[config.mk]
export PLATFORM = sky130hd
export DESIGN_NAME = intr_presenter
export DESIGN_NICKNAME = d
export VERILOG_FILES = /design/src/rtl/intr_pres_pkg.sv /design/src/rtl/intr_pres_lower.sv /design/src/rtl/intr_pres_next.sv /design/src/rtl/intr_presenter.sv
export SDC_FILE = /design/constraint.sdc
export NUM_CORES = 1
export LEC_CHECK = 0
export CORE_UTILIZATION = 56
export CTS_CLUSTER_DIAMETER = 150
export DETAILED_ROUTE_END_ITERATION = 8
export GPL_TIMING_DRIVEN = 0
export PLACE_DENSITY_LB_ADDON = 0.1
export REMOVE_ABC_BUFFERS = 1
export SLEW_MARGIN = 5
export SYNTH_ARGS = -nofsm -noshare
export SYNTH_HDL_FRONTEND = slang
export SYNTH_SLANG_ARGS = --single-unit
[constraint.sdc]
create_clock -name clk -period 9.4 [get_ports clk]
set_input_delay 2.82 -clock clk [delete_from_list [all_inputs] [get_ports clk]]
set_output_delay 2.82 -clock clk [all_outputs]
set_load 0.01 [all_outputs]
[src/rtl/intr_pres_pkg.sv]
package intr_pres_pkg;
  localparam int PRIO_W = 8;
  localparam int SRC_W  = 24;
  localparam int XIRR_W = PRIO_W + SRC_W;
  localparam logic [PRIO_W-1:0] PRIO_NONE = '1;

  typedef enum logic [1:0] {
    OP_ACCEPT   = 2'd0,
    OP_SET_CPPR = 2'd1,
    OP_SET_MFRR = 2'd2,
    OP_EOI      = 2'd3
  } pres_op_e;

  typedef struct packed {
    logic [PRIO_W-1:0] cppr;
    logic [PRIO_W-1:0] mfrr;
    logic [PRIO_W-1:0] prio;
    logic [SRC_W-1:0]  xisr;
    logic              need_resend;
  } pres_state_t;
endpackage

[src/rtl/intr_pres_lower.sv]
module intr_pres_lower
  import intr_pres_pkg::*;
#(
  parameter int unsigned IPI_SRC = 2
) (
  input  pres_state_t       cur,
  input  logic [PRIO_W-1:0] new_cppr,
  output pres_state_t       nxt,
  output logic              resend
);
  localparam logic [SRC_W-1:0] IPI_ID = SRC_W'(IPI_SRC);

  always_comb begin
    nxt      = cur;
    nxt.cppr = new_cppr;
    if ((cur.mfrr < new_cppr) && (cur.mfrr <= cur.prio)) begin
      nxt.prio = cur.mfrr;
      nxt.xisr = IPI_ID;
    end
    resend          = cur.need_resend;
    nxt.need_resend = 1'b0;
  end
endmodule

[src/rtl/intr_pres_next.sv]
module intr_pres_next
  import intr_pres_pkg::*;
#(
  parameter int unsigned IPI_SRC = 2
) (
  input  pres_state_t       cur,
  input  logic              cmd_valid,
  input  pres_op_e          cmd_op,
  input  logic [XIRR_W-1:0] cmd_data,
  input  logic              src_asserted,
  input  pres_state_t       low_state,
  input  logic              low_resend,
  input  logic              offer_valid,
  input  logic [SRC_W-1:0]  offer_src,
  input  logic [PRIO_W-1:0] offer_prio,
  output pres_state_t       nxt,
  output logic              rej_v,
  output logic [SRC_W-1:0]  rej_src,
  output logic              resend_v,
  output logic              rsp_v,
  output logic [XIRR_W-1:0] rsp_word
);
  localparam logic [SRC_W-1:0] IPI_ID = SRC_W'(IPI_SRC);

  logic [PRIO_W-1:0] val;
  logic [SRC_W-1:0]  eoi_src;
  logic [SRC_W-1:0]  rej_cand;
  logic              offer_ok;

  assign val      = cmd_data[PRIO_W-1:0];
  assign eoi_src  = cmd_data[SRC_W-1:0];
  assign offer_ok = offer_valid && (offer_src != '0) && (offer_src != IPI_ID);

  always_comb begin
    nxt      = cur;
    rej_cand = '0;
    resend_v = 1'b0;
    rsp_v    = 1'b0;
    rsp_word = {cur.cppr, cur.xisr};
    if (cmd_valid) begin
      unique case (cmd_op)
        OP_ACCEPT: begin
          rsp_v = 1'b1;
          if (cur.xisr != '0) begin
            nxt.cppr = cur.prio;
            nxt.prio = PRIO_NONE;
            nxt.xisr = '0;
          end
        end
        OP_SET_CPPR: begin
          if (val > cur.cppr) begin
            nxt      = low_state;
            resend_v = low_resend;
          end else if (val < cur.cppr) begin
            nxt.cppr = val;
            if (val <= cur.prio) begin
              rej_cand = cur.xisr;
              nxt.xisr = '0;
              nxt.prio = PRIO_NONE;
            end
          end
        end
        OP_SET_MFRR: begin
          nxt.mfrr = val;
          if (val < cur.cppr) begin
            if (val <= cur.prio) rej_cand = cur.xisr;
            nxt.prio = val;
            nxt.xisr = IPI_ID;
          end
          if ((val > cur.mfrr) && (val > cur.cppr)) begin
            resend_v        = cur.need_resend;
            nxt.need_resend = 1'b0;
          end
        end
        OP_EOI: begin
          nxt      = low_state;
          resend_v = low_resend;
          if ((eoi_src != IPI_ID) && src_asserted) rej_cand = eoi_src;
        end
        default: ;
      endcase
    end
    if (offer_ok) begin
      if (cmd_valid) begin
        nxt.need_resend = 1'b1;
      end else if ((offer_prio < cur.cppr) && (offer_prio < cur.prio)) begin
        rej_cand = cur.xisr;
        nxt.xisr = offer_src;
        nxt.prio = offer_prio;
      end else begin
        nxt.need_resend = 1'b1;
        rej_cand        = offer_src;
      end
    end
    rej_v   = (rej_cand != '0) && (rej_cand != IPI_ID);
    rej_src = rej_cand;
  end
endmodule

[src/rtl/intr_presenter.sv]
module intr_presenter
  import intr_pres_pkg::*;
#(
  parameter int unsigned IPI_SRC = 2
) (
  input  logic              clk,
  input  logic              rst_n,
  input  logic              cmd_valid,
  input  logic [1:0]        cmd_op,
  input  logic [XIRR_W-1:0] cmd_data,
  input  logic              src_asserted,
  input  logic              offer_valid,
  input  logic [SRC_W-1:0]  offer_src,
  input  logic [PRIO_W-1:0] offer_prio,
  output logic              irq_out,
  output logic              rsp_valid,
  output logic [XIRR_W-1:0] rsp_xirr,
  output logic              reject_valid,
  output logic [SRC_W-1:0]  reject_src,
  output logic              resend_req
);
  localparam logic [SRC_W-1:0] IPI_ID = SRC_W'(IPI_SRC);

  logic [1:0]        rst_sync_q;
  logic              rst_int_n;
  pres_op_e          op;
  pres_state_t       state_q, state_d, low_state;
  logic              low_resend;
  logic [PRIO_W-1:0] low_val;
  logic              rej_v, resend_v, rsp_v;
  logic [SRC_W-1:0]  rej_src;
  logic [XIRR_W-1:0] rsp_word;
  logic              state_en;

  always_ff @(posedge clk or negedge rst_n) begin
    if (!rst_n) rst_sync_q <= 2'b00;
    else        rst_sync_q <= {rst_sync_q[0], 1'b1};
  end
  assign rst_int_n = rst_sync_q[1];

  assign op       = pres_op_e'(cmd_op);
  assign low_val  = (op == OP_EOI) ? cmd_data[XIRR_W-1:SRC_W] : cmd_data[PRIO_W-1:0];
  assign state_en = cmd_valid || offer_valid;

  intr_pres_lower #(.IPI_SRC(IPI_SRC)) u_lower (
    .cur(state_q), .new_cppr(low_val), .nxt(low_state), .resend(low_resend)
  );

  intr_pres_next #(.IPI_SRC(IPI_SRC)) u_next (
    .cur(state_q), .cmd_valid(cmd_valid), .cmd_op(op), .cmd_data(cmd_data),
    .src_asserted(src_asserted), .low_state(low_state), .low_resend(low_resend),
    .offer_valid(offer_valid), .offer_src(offer_src), .offer_prio(offer_prio),
    .nxt(state_d), .rej_v(rej_v), .rej_src(rej_src), .resend_v(resend_v),
    .rsp_v(rsp_v), .rsp_word(rsp_word)
  );

  always_ff @(posedge clk or negedge rst_int_n) begin
    if (!rst_int_n) begin
      state_q.cppr        <= '0;
      state_q.mfrr        <= PRIO_NONE;
      state_q.prio        <= PRIO_NONE;
      state_q.xisr        <= '0;
      state_q.need_resend <= 1'b0;
    end else if (state_en) begin
      state_q <= state_d;
    end
  end

  always_ff @(posedge clk or negedge rst_int_n) begin
    if (!rst_int_n) begin
      rsp_valid    <= 1'b0;
      rsp_xirr     <= '0;
      reject_valid <= 1'b0;
      reject_src   <= '0;
      resend_req   <= 1'b0;
    end else begin
      rsp_valid    <= rsp_v;
      reject_valid <= rej_v;
      resend_req   <= resend_v;
      if (rsp_v) rsp_xirr   <= rsp_word;
      if (rej_v) reject_src <= rej_src;
    end
  end

  assign irq_out = (state_q.xisr != '0) && (state_q.prio < state_q.cppr);

  p_empty_slot_r1: assert property (@(posedge clk) disable iff (!rst_int_n)
    (state_q.xisr == '0) |-> (state_q.prio == PRIO_NONE));

  p_accept_drops_irq_r3: assert property (@(posedge clk) disable iff (!rst_int_n)
    (rsp_valid && (rsp_xirr[SRC_W-1:0] != '0)) |-> !irq_out);

  p_mfrr_ipi_r4: assert property (@(posedge clk) disable iff (!rst_int_n)
    (cmd_valid && (op == OP_SET_MFRR) && (cmd_data[PRIO_W-1:0] < state_q.cppr)) |=> irq_out);

  p_cppr_same_r6: assert property (@(posedge clk) disable iff (!rst_int_n)
    (cmd_valid && (op == OP_SET_CPPR) && (cmd_data[PRIO_W-1:0] == state_q.cppr) && !offer_valid)
    |=> ($stable(state_q) && !reject_valid && !resend_req));

  p_reject_filter_r9: assert property (@(posedge clk) disable iff (!rst_int_n)
    reject_valid |-> ((reject_src != '0) && (reject_src != IPI_ID)));
endmodule

==> results.cfg, run 1 <==
[sta]
post-route-min-period_ns = 7.09
setup_viol = 0
hold_viol_final = 0
worstMarginPinSlew_ns = 1.31
fin_skew_ns = 0.00967
rsz0062_at_grt = no
finalCritPeriodShare = 0.754
holdWs_ns = 0.364
relSlewSlack = 0.125
fmax_ghz = 0.141
setup_tns_ns = 0
slew_violations = 0

[setup_path]
critPathMaxFanout = 33
slowest_delay_ns = 1.09
worstPathCellList = clkdlybuf4s50_1, inv_1, nor2_1, o21a_1, a31o_4, a222oi_1, nand4_1, or4_1, mux2_4
cp_num_buf_inv = 2
critPathSlowestCell = clkdlybuf4s50_1
crit_type = input pin to register
start_kind = input pin
critical_path_required_ns = 9.64
cp-end-kind = register
cp_top_family = buffers and inverters
worstPathArrival_ns = 7.33

[clocking]
root_buffer = clkbuf_16
holdBufCountCts = 0
post_cts_buffers = 0
clkSinkCount = 110
h-tree-depth = 3
cts_resized = 0
cts_tree = yes
clk_latency_ns = 0.36
path_clk_slew_ns = 0.07
cts_buffers = 9
cts.path.max_buffers = 2

[pwr]
internal_power_uw = 1250
combPwrFrac = 0.463
p_clk_frac = 0.171
p_leak_uw = 0.00374
power_frac_seq = 0.366
p_sw_uw = 782
peakVddDrop_mv = 0.149
p_sw_frac = 0.385
powerDensity_nw_per_um2 = 242

[routing]
vias = 6070
final_antenna_net_count = 0
drc = 20
viasPerCell = 6.58
first_pass_iters = 9
drt_iter0_drc = 737
wl_um = 20500
avgRoutedWirePerCell_um = 22.2

[floorplanning]
core_area_sq_um = 11500
dieHeight_um = 111
die_area_sq_um = 12300
die-width_um = 111
initial_core_util = 0.577
boundaryPins = 131
fp-row-count = 39

[synthesis]
syn_area_per_cell_sq_um = 10.1
async_reset_ff_frac = 1.00
syn-cell-area_sq_um = 6650
ys_warn_count = 0
synth_top_area_share = 0.354
synthDistinctLibCells = 60
synth_most_common_cell = dfrtp_1
synthTopCellsByArea = dfrtp_1 (35%), ha_1 (11%), mux2_2 (6.9%)
ys_seq_area_frac = 0.417
synth_commonest_cells = dfrtp_1 (94), ha_1 (60), inv_1 (51), mux2_2 (41)
synth_ff_type = dfrtp_1
synth_cells = 655
synth_seq_cells = 110
synth_edf_count = 0
synth_area_leader_cell = dfrtp_1

[outcome]
violations = design-rule violations
status = finished with violations

[global_routing]
grt-ovfl-total = 0
grt_pass1_vias = 6084
grt_max_degree = 63
antenna_found_initial = 0
grt.total_usage = 0.347
grt_first_pass_wirelength_um = 32900

[layout]
postLayoutCoreUtil = 0.730
layout-drive-gt1-share = 0.119
final_nets = 907
antenna_cells = 0
syn2layout_area_growth_pct = 26.5

[job]
max-cap-violations = 0

[place]
gp_congestion = 0.962
port-buffer-count = 130
dpl.hpwl_um = 15200

[worst_hold_path]
hold_class = register to async pin
==> sequential cells by signal, indices dropped and copies added (netlist names) <==
| name | flops |
|---|---|
| rsp_xirr | 32 |
| reject_src | 24 |
| rst_sync_q | 2 |
| rsp_valid | 1 |
| reject_valid | 1 |
| state_q | 49 |
| resend_req | 1 |
==> final cells by class <==
class                           instances  area [sq um]
Fill cell                             861          3110
Sequential cell                       110          2780
Multi-Input combinational cell        465          3580
Clock buffer                           11           233
Inverter                               52           195
Tap cell                              143           179
Timing Repair Buffer                  138          1420
Clock inverter                          3          21.3
==> logic make-up (layout without fill, tap and decap cells) <==
| family | after synthesis | after routing | synth area share |
|---|---|---|---|
| buffers and inverters | 80 | 204 | 0.0484 |
| other | 1 | 1 | 0.000564 |
| adders and majority gates | 60 | 60 | 0.113 |
| DFF | 110 | 110 | 0.417 |
| muxes | 62 | 62 | 0.102 |
| AOI/OAI and AO/OA | 203 | 203 | 0.213 |
| and+or+nand+nor | 139 | 139 | 0.106 |
==> path summary, 6_finish.rpt <==
check / slack, ns / endpoint / depth (start not counted) / from
worst min-delay path: 0.36 / reject_src[3]$_DFFE_PN0P_ / 0 / rst_sync_q[1]$_DFF_PN0_
worst max register to register: 5.04 / reject_src[1]$_DFFE_PN0P_ / 11 / state_q[29]$_DFFE_PN1N_
worst max-delay path: 2.31 / reject_src[1]$_DFFE_PN0P_ / 9 / cmd_op[0]
worst min register to register: 0.36 / reject_src[3]$_DFFE_PN0P_ / 0 / rst_sync_q[1]$_DFF_PN0_
min in group clk: 0.36 / rst_sync_q[1]$_DFF_PN0_ / 0 / rst_sync_q[0]$_DFF_PN0_
max in group asynchronous: 6.64 / rst_sync_q[1]$_DFF_PN0_ / 1 / rst_n
==> per-stage QoR <==
step,worst slack [ns],area (sq um),total power (uW),cells
after global placement,0.785,8000,1620,900
after global routing,2.05,8410,2160,922
after CTS,2.40,8410,2020,922
after detailed placement,1.94,8150,1670,908
final,2.31,8410,2030,922
after floorplan,3.30,6520,1260,627
==> cells in the final DEF (no fill, tap or decap), types with 3 or more instances in the layout <==
| master | netlist | final |
|---|---|---|
| nor3_1 | 15 | 13 |
| nand4_1 | 12 | 12 |
| a21o_1 | 12 | 12 |
| o2bb2ai_1 | 3 | 3 |
| nor4_1 | 14 | 14 |
| dfstp_2 | 16 | 16 |
| o31ai_1 | 3 | 3 |
| inv_1 | 51 | 51 |
| clkdlybuf4s50_1 | 0 | 130 |
| a31oi_1 | 7 | 7 |
| ha_1 | 60 | 60 |
| or3_1 | 3 | 3 |
| a21oi_1 | 33 | 32 |
| a222oi_1 | 22 | 22 |
| o211ai_1 | 13 | 13 |
| mux2i_1 | 20 | 20 |
| o21ai_1 | 19 | 18 |
| and2_1 | 4 | 4 |
| dfrtp_1 | 94 | 93 |
| mux2_2 | 41 | 41 |
| o22ai_1 | 7 | 7 |
| a2111oi_0 | 3 | 3 |
| nor2_1 | 31 | 31 |
| a22o_1 | 22 | 22 |
| and3_1 | 4 | 4 |
| buf_6 | 2 | 4 |
| o21ai_0 | 33 | 33 |
| nand2_1 | 32 | 32 |
| nor2b_1 | 5 | 5 |
| o21a_1 | 8 | 8 |
| clkbuf_16 | 0 | 9 |
| nand3_1 | 8 | 8 |
| buf_8 | 0 | 3 |
==> power by group through the flow <==
stage	combinational [uW]	clock (uW)	sequential, uW
4_1_cts	929	355	739
5_1_grt	1030	370	760
3_5_place_dp	922	0	746
2_1_floorplan	510	0	749
6_report	940	348	742
3_3_place_gp	877	0	743
==> layer usage <==
layer,share of wire,up-vias,GRT usage
li1,-,2732,-
met1,0.43,2950,0.489
met2,0.46,347,0.529
met3,0.079,41,0.0694
met4,0.029,0,0.126
met5,0,-,0
(Power assumes the default switching activity.)
==> run 2, diff against run 1 <==
CORE_UTILIZATION = 48   (was 56)
clock period = 5.9 ns   (was 9.4 ns; I/O delays follow)
==> run 2 against run 1 <==
Net effect:
- the flow now finishes without violations
- non-clock buffer count rose by 1
- setup slack got worse by 2.1 ns
- final area rose by 1.1%
- sequential cell count did not move
- die area rose by 16%
- final cell count rose by 3.9%
- sequential power rose by 59%
- core utilization fell by 9.4 points
- wire length rose by 0.92%
- power rose by 63%
- critical path depth rose by 3
- highest routed layer unchanged
==> results.cfg, run 2 (synthesized netlist as in run 1, its figures left out) <==
[setup_path]
critPathSlowestCell = o31ai_1
critical_path_required_ns = 6.11
reg2reg_from = state_q[29]$_DFFE_PN1N_
crit_type = input pin to register
worstPathCellList = clkdlybuf4s15_2, nand2_2, mux2i_1, ha_1, o21a_1, o21a_1, o31ai_1, nand4_1, a31oi_1, o21ai_2, buf_8, a2111oi_0
slowest_delay_ns = 0.67
worstPathArrival_ns = 5.89
start_kind = input pin
cpMostUsedCell = o21a_1
cp-end-kind = register
critPathMaxFanout = 33
r2r-end = reject_src[1]$_DFFE_PN0P_
reg2reg_slack_ns = 1.78
reg2reg_depth = 11

[floorplanning]
initial_core_util = 0.498
die_area_sq_um = 14300
die-width_um = 120
boundaryPins = 131
dieHeight_um = 120
core_area_sq_um = 13300
fp-row-count = 42

[sta]
setup_viol = 0
hold_viol_final = 0
slew_violations = 0
rsz0062_at_grt = no
setup_tns_ns = 0
finalCritPeriodShare = 0.963
worstMarginPinSlew_ns = 0.891
fmax_ghz = 0.176
post-route-min-period_ns = 5.68
relSlewSlack = 0.403
fin_skew_ns = 0.00960

[layout]
layout-drive-gt1-share = 0.129
regMostFlops = state_q
antenna_cells = 0
syn2layout_area_growth_pct = 27.8
fin_cells = 958
final_common_cell = clkdlybuf4s50_1
final_nets = 908
reg.largest.list = state_q: 49 flops, rsp_xirr: 32 flops, reject_src: 24 flops
final_cell_mix = clkdlybuf4s50_1 (128), dfrtp_1 (93), ha_1 (60)
largest_reg_flops = 49

[clocking]
clkSinkCount = 110
root_buffer = clkbuf_16
clk_latency_ns = 0.35
path_clk_slew_ns = 0.08
cts_tree = yes
cts_buffers = 9
cts.path.max_buffers = 2
h-tree-depth = 3

[place]
dpl.hpwl_um = 15400
port-buffer-count = 130
placed_cells = 942
gp_congestion = 0.925

[global_routing]
grt.total_usage = 0.300
grt_pass1_vias = 5931
grt-ovfl-total = 0
antenna_found_initial = 0
grt_max_degree = 64
grt_first_pass_wirelength_um = 32900

[routing]
avgRoutedWirePerCell_um = 21.6
drt_iter0_drc = 663
wl_um = 20700
first_pass_iters = 8
vias = 6047
final_antenna_net_count = 0
drc = 0
viasPerCell = 6.31

[worst_hold_path]
hold_class = register to async pin

[pwr]
p_leak_uw = 0.00377
peakVddDrop_mv = 0.182
powerDensity_nw_per_um2 = 389

[job]
max-cap-violations = 0

[outcome]
status = finished, final reports clean
-- run 2: cell types whose count changed in the layout (fill, tap and decap cells not counted), sizes merged --
cell           change
clkdlybuf4s50      -2
clkinv             +3
clkdlybuf4s15      +1
inv                +1
clkinvlp           -1
buf                +1
-- run 2: critical path, delay by kind of cell --
kind                       cells  cell delay, ns
adders and majority gates      1            0.26
AOI/OAI and AO/OA              6            2.06
and+or+nand+nor                2            0.65
buffers and inverters          2            0.86
muxes                          1            0.28
-- run 2: area by class of cell --
type                    count  area [sq um]
clock buffers              10           239
clock inverters             6          62.6
fillers                  1147          4850
inverters                  52           195
multi-input cells         465          3590
flip-flops and latches    110          2780
well taps                 176           220
repair buffers            139          1420
-- run 2: worst max path at each step --
stage	depth (start not counted)	to	start	slack, ns
finish	12	state_q[31]$_DFFE_PN1N_	cmd_op[0]	0.22
detailed placement	12	state_q[31]$_DFFE_PN1N_	cmd_op[0]	-0.82
floorplan	9	reject_src[1]$_DFFE_PN0P_	offer_prio[5]	0.85
global placement	7	reject_src[1]$_DFFE_PN0P_	cmd_op[0]	-1.78
global route	12	state_q[31]$_DFFE_PN1N_	cmd_op[0]	0.11
CTS	10	reject_src[1]$_DFFE_PN0P_	cmd_data[6]	0.01
-- run 2: routing by layer --
metal | part of all wire | vias to the layer above | track usage | routed length, um
met1 | 0.46 | 2982 | 0.436 | 9480
met4 | 0.019 | 0 | 0.0977 | 385
li1 | - | 2739 | - | -
met5 | 0 | - | 0 | 0
met2 | 0.45 | 301 | 0.446 | 9220
met3 | 0.076 | 25 | 0.0594 | 1570
-- run 2: power breakdown --
part | internal, uW | switching [uW]
Clock | 309 | 306
Sequential | 990 | 186
Combinational | 717 | 796
Total | 2020 | 1290
-- run 2: what timing repair did --
| action | CTS | global route |
|---|---|---|
| hold endpoints to repair | 0 | 0 |
| hold buffers | 0 | 0 |
| resized for setup | 5 | 3 |
| buffers inserted | 0 | 0 |
| setup endpoints to repair | 21 | 6 |
-- run 2: metrics by stage --
stage	hold slack (ns)	cell area, sq um	utilization	power (uW)	worst slack (ns)
after floorplan	0.331	6520	-	2010	0.846
after global placement	0.339	8040	0.602	2600	-1.78
after detailed placement	0.345	8190	0.614	2670	-0.818
after CTS	0.366	8500	0.636	3300	0.0128
after global routing	0.382	8490	0.636	3520	0.109
final	0.359	8490	0.636	3300	0.216
==> run 3, diff against run 2 <==
GPL_TIMING_DRIVEN = not set   (was 0)
==> run 3 against run 2 <==
Net effect:
- sequential share of layout area shrank 0.13 points
- hold slack worse by 0.070 ns
- fmax is 5.5% higher
- first-iteration DRC count grew 19%
- final cell count up 1.4%
- core utilization increased by 0.25 points
- power grew 0.84%
- clock skew rose by 0.0021 ns
- setup slack gained 0.30 ns
- sequential power hardly changed
- die area is the same
- critical path type unchanged
- largest power group unchanged
- highest routed layer unchanged
==> results.cfg, run 3 (synthesized netlist as in run 1, its figures left out) <==
[outcome]
status = finished, final reports clean

[floorplanning]
boundaryPins = 131
dieHeight_um = 120
die-width_um = 120
die_area_sq_um = 14300
core_area_sq_um = 13300
fp-row-count = 42
initial_core_util = 0.498

[sta]
worstMarginPinSlew_ns = 0.926
relSlewSlack = 0.382
rsz0062_at_grt = no
setup_viol = 0
fmax_ghz = 0.186
fin_skew_ns = 0.0117
hold_viol_final = 0
finalCritPeriodShare = 0.913
setup_tns_ns = 0
holdWs_ns = 0.288
post-route-min-period_ns = 5.39
slew_violations = 0

[setup_path]
crit_type = input pin to register
critPathMaxFanout = 23
reg2reg_slack_ns = 1.93
reg2reg_from = state_q[29]$_DFFE_PN1N_
worstPathArrival_ns = 5.66
start_kind = input pin
startpoint = cmd_data[1]
cp-end-kind = register
critical_path_required_ns = 6.17

[layout]
largest_reg_flops = 49
final_common_cell = clkdlybuf4s50_1
layout-drive-gt1-share = 0.136
antenna_cells = 0
reg.largest.list = state_q: 49 flops, rsp_xirr: 32 flops, reject_src: 24 flops
final_nets = 921
regMostFlops = state_q
final_cell_mix = clkdlybuf4s50_1 (130), dfrtp_1 (93), ha_1 (60)
seqCellArea_sq_um = 2780
fillers = 1133
multi_input_area_sq_um = 3570
fin_cells = 971
syn2layout_area_growth_pct = 28.3
design_area_sq_um = 8530

[global_routing]
grt_max_degree = 74
grt-ovfl-total = 0
grt_pass1_vias = 6032
grt_first_pass_wirelength_um = 34400
grt.total_usage = 0.316
antenna_found_initial = 0

[pwr]
p_leak_uw = 0.00381
peakVddDrop_mv = 0.178
p_clk_frac = 0.183
p_sw_uw = 1320
combPwrFrac = 0.460
internal_power_uw = 2010
p_sw_frac = 0.396
power_frac_seq = 0.356
powerDensity_nw_per_um2 = 391
power_uw = 3330

[clocking]
clk_latency_ns = 0.36
root_buffer = clkbuf_16
cts_tree = yes
cts.path.max_buffers = 2
path_clk_slew_ns = 0.08
holdBufCountCts = 0
clkSinkCount = 110
cts_buffers = 9
h-tree-depth = 3
cts_resized = 0
post_cts_buffers = 0

[routing]
avgRoutedWirePerCell_um = 22.7
drc = 0
first_pass_iters = 8
drt_iter0_drc = 787
vias = 6181
wl_um = 22000
viasPerCell = 6.37
final_antenna_net_count = 0

[worst_hold_path]
hold_class = register to async pin

[place]
port-buffer-count = 130
placed_cells = 955
placed_area_sq_um = 8240
dpl.hpwl_um = 16900
gp_congestion = 1.03

[job]
max-cap-violations = 0
-- run 3: cell count changes in the layout (fill, tap and decap cells not counted), sizes merged --
cell / change
buf: +13
clkdlybuf4s50: +2
clkinv: -2
inv: +2
clkbuf: -1
clkdlybuf4s15: -1
-- run 3: final cells by class --
cell class	count	area share
tap	176	0.0258
multi-input combinational	465	0.418
clock buffer	10	0.0268
sequential	110	0.326
inverter	52	0.0229
clock inverter	6	0.00734
timing repair buffer	152	0.173
-- run 3: per-stage QoR --
step,util,setup slack [ns]
5_1_grt,0.639,0.436
4_1_cts,0.639,0.623
3_3_place_gp,0.617,0.528
3_5_place_dp,0.617,0.341
2_1_floorplan,-,0.846
6_report,0.639,0.512
-- run 3: worst max-delay path: stages --
cell	delay, ns
clkdlybuf4s50_1	0.66
ha_1	0.44
nor2b_1	0.13
o211ai_1	0.09
a21o_1	0.19
and2_1	0.28
a31o_4	0.39
a222oi_1	0.52
nand4_1	0.17
or4_1	0.61
buf_4	0.21
o211ai_1	0.18
-- run 3: path summary, 6_finish.rpt --
path / cells past startpoint / endpoint
max: 12 / reject_src[14]$_DFFE_PN0P_
min: 0 / rsp_xirr[21]$_DFFE_PN0P_
max reg2reg: 11 / reject_src[14]$_DFFE_PN0P_
min reg2reg: 0 / rsp_xirr[21]$_DFFE_PN0P_
max in group asynchronous: 1 / rst_sync_q[1]$_DFF_PN0_
min in group clk: 0 / rst_sync_q[1]$_DFF_PN0_
-- run 3: routing by layer --
layer  track usage  vias up  share of wire
met1         0.473     3008           0.45
li1              -     2766              -
met3        0.0532       42          0.093
met2         0.458      365           0.43
met4         0.113        0          0.027
met5             0        -              0
-- run 3: power groups by stage --
stage | clock [uW] | combinational (uW) | sequential, uW
after floorplan | 0 | 812 | 1190
after CTS | 615 | 1520 | 1180
final | 611 | 1530 | 1190
after global placement | 0 | 1480 | 1190
after global routing | 647 | 1670 | 1220
after detailed placement | 0 | 1510 | 1200
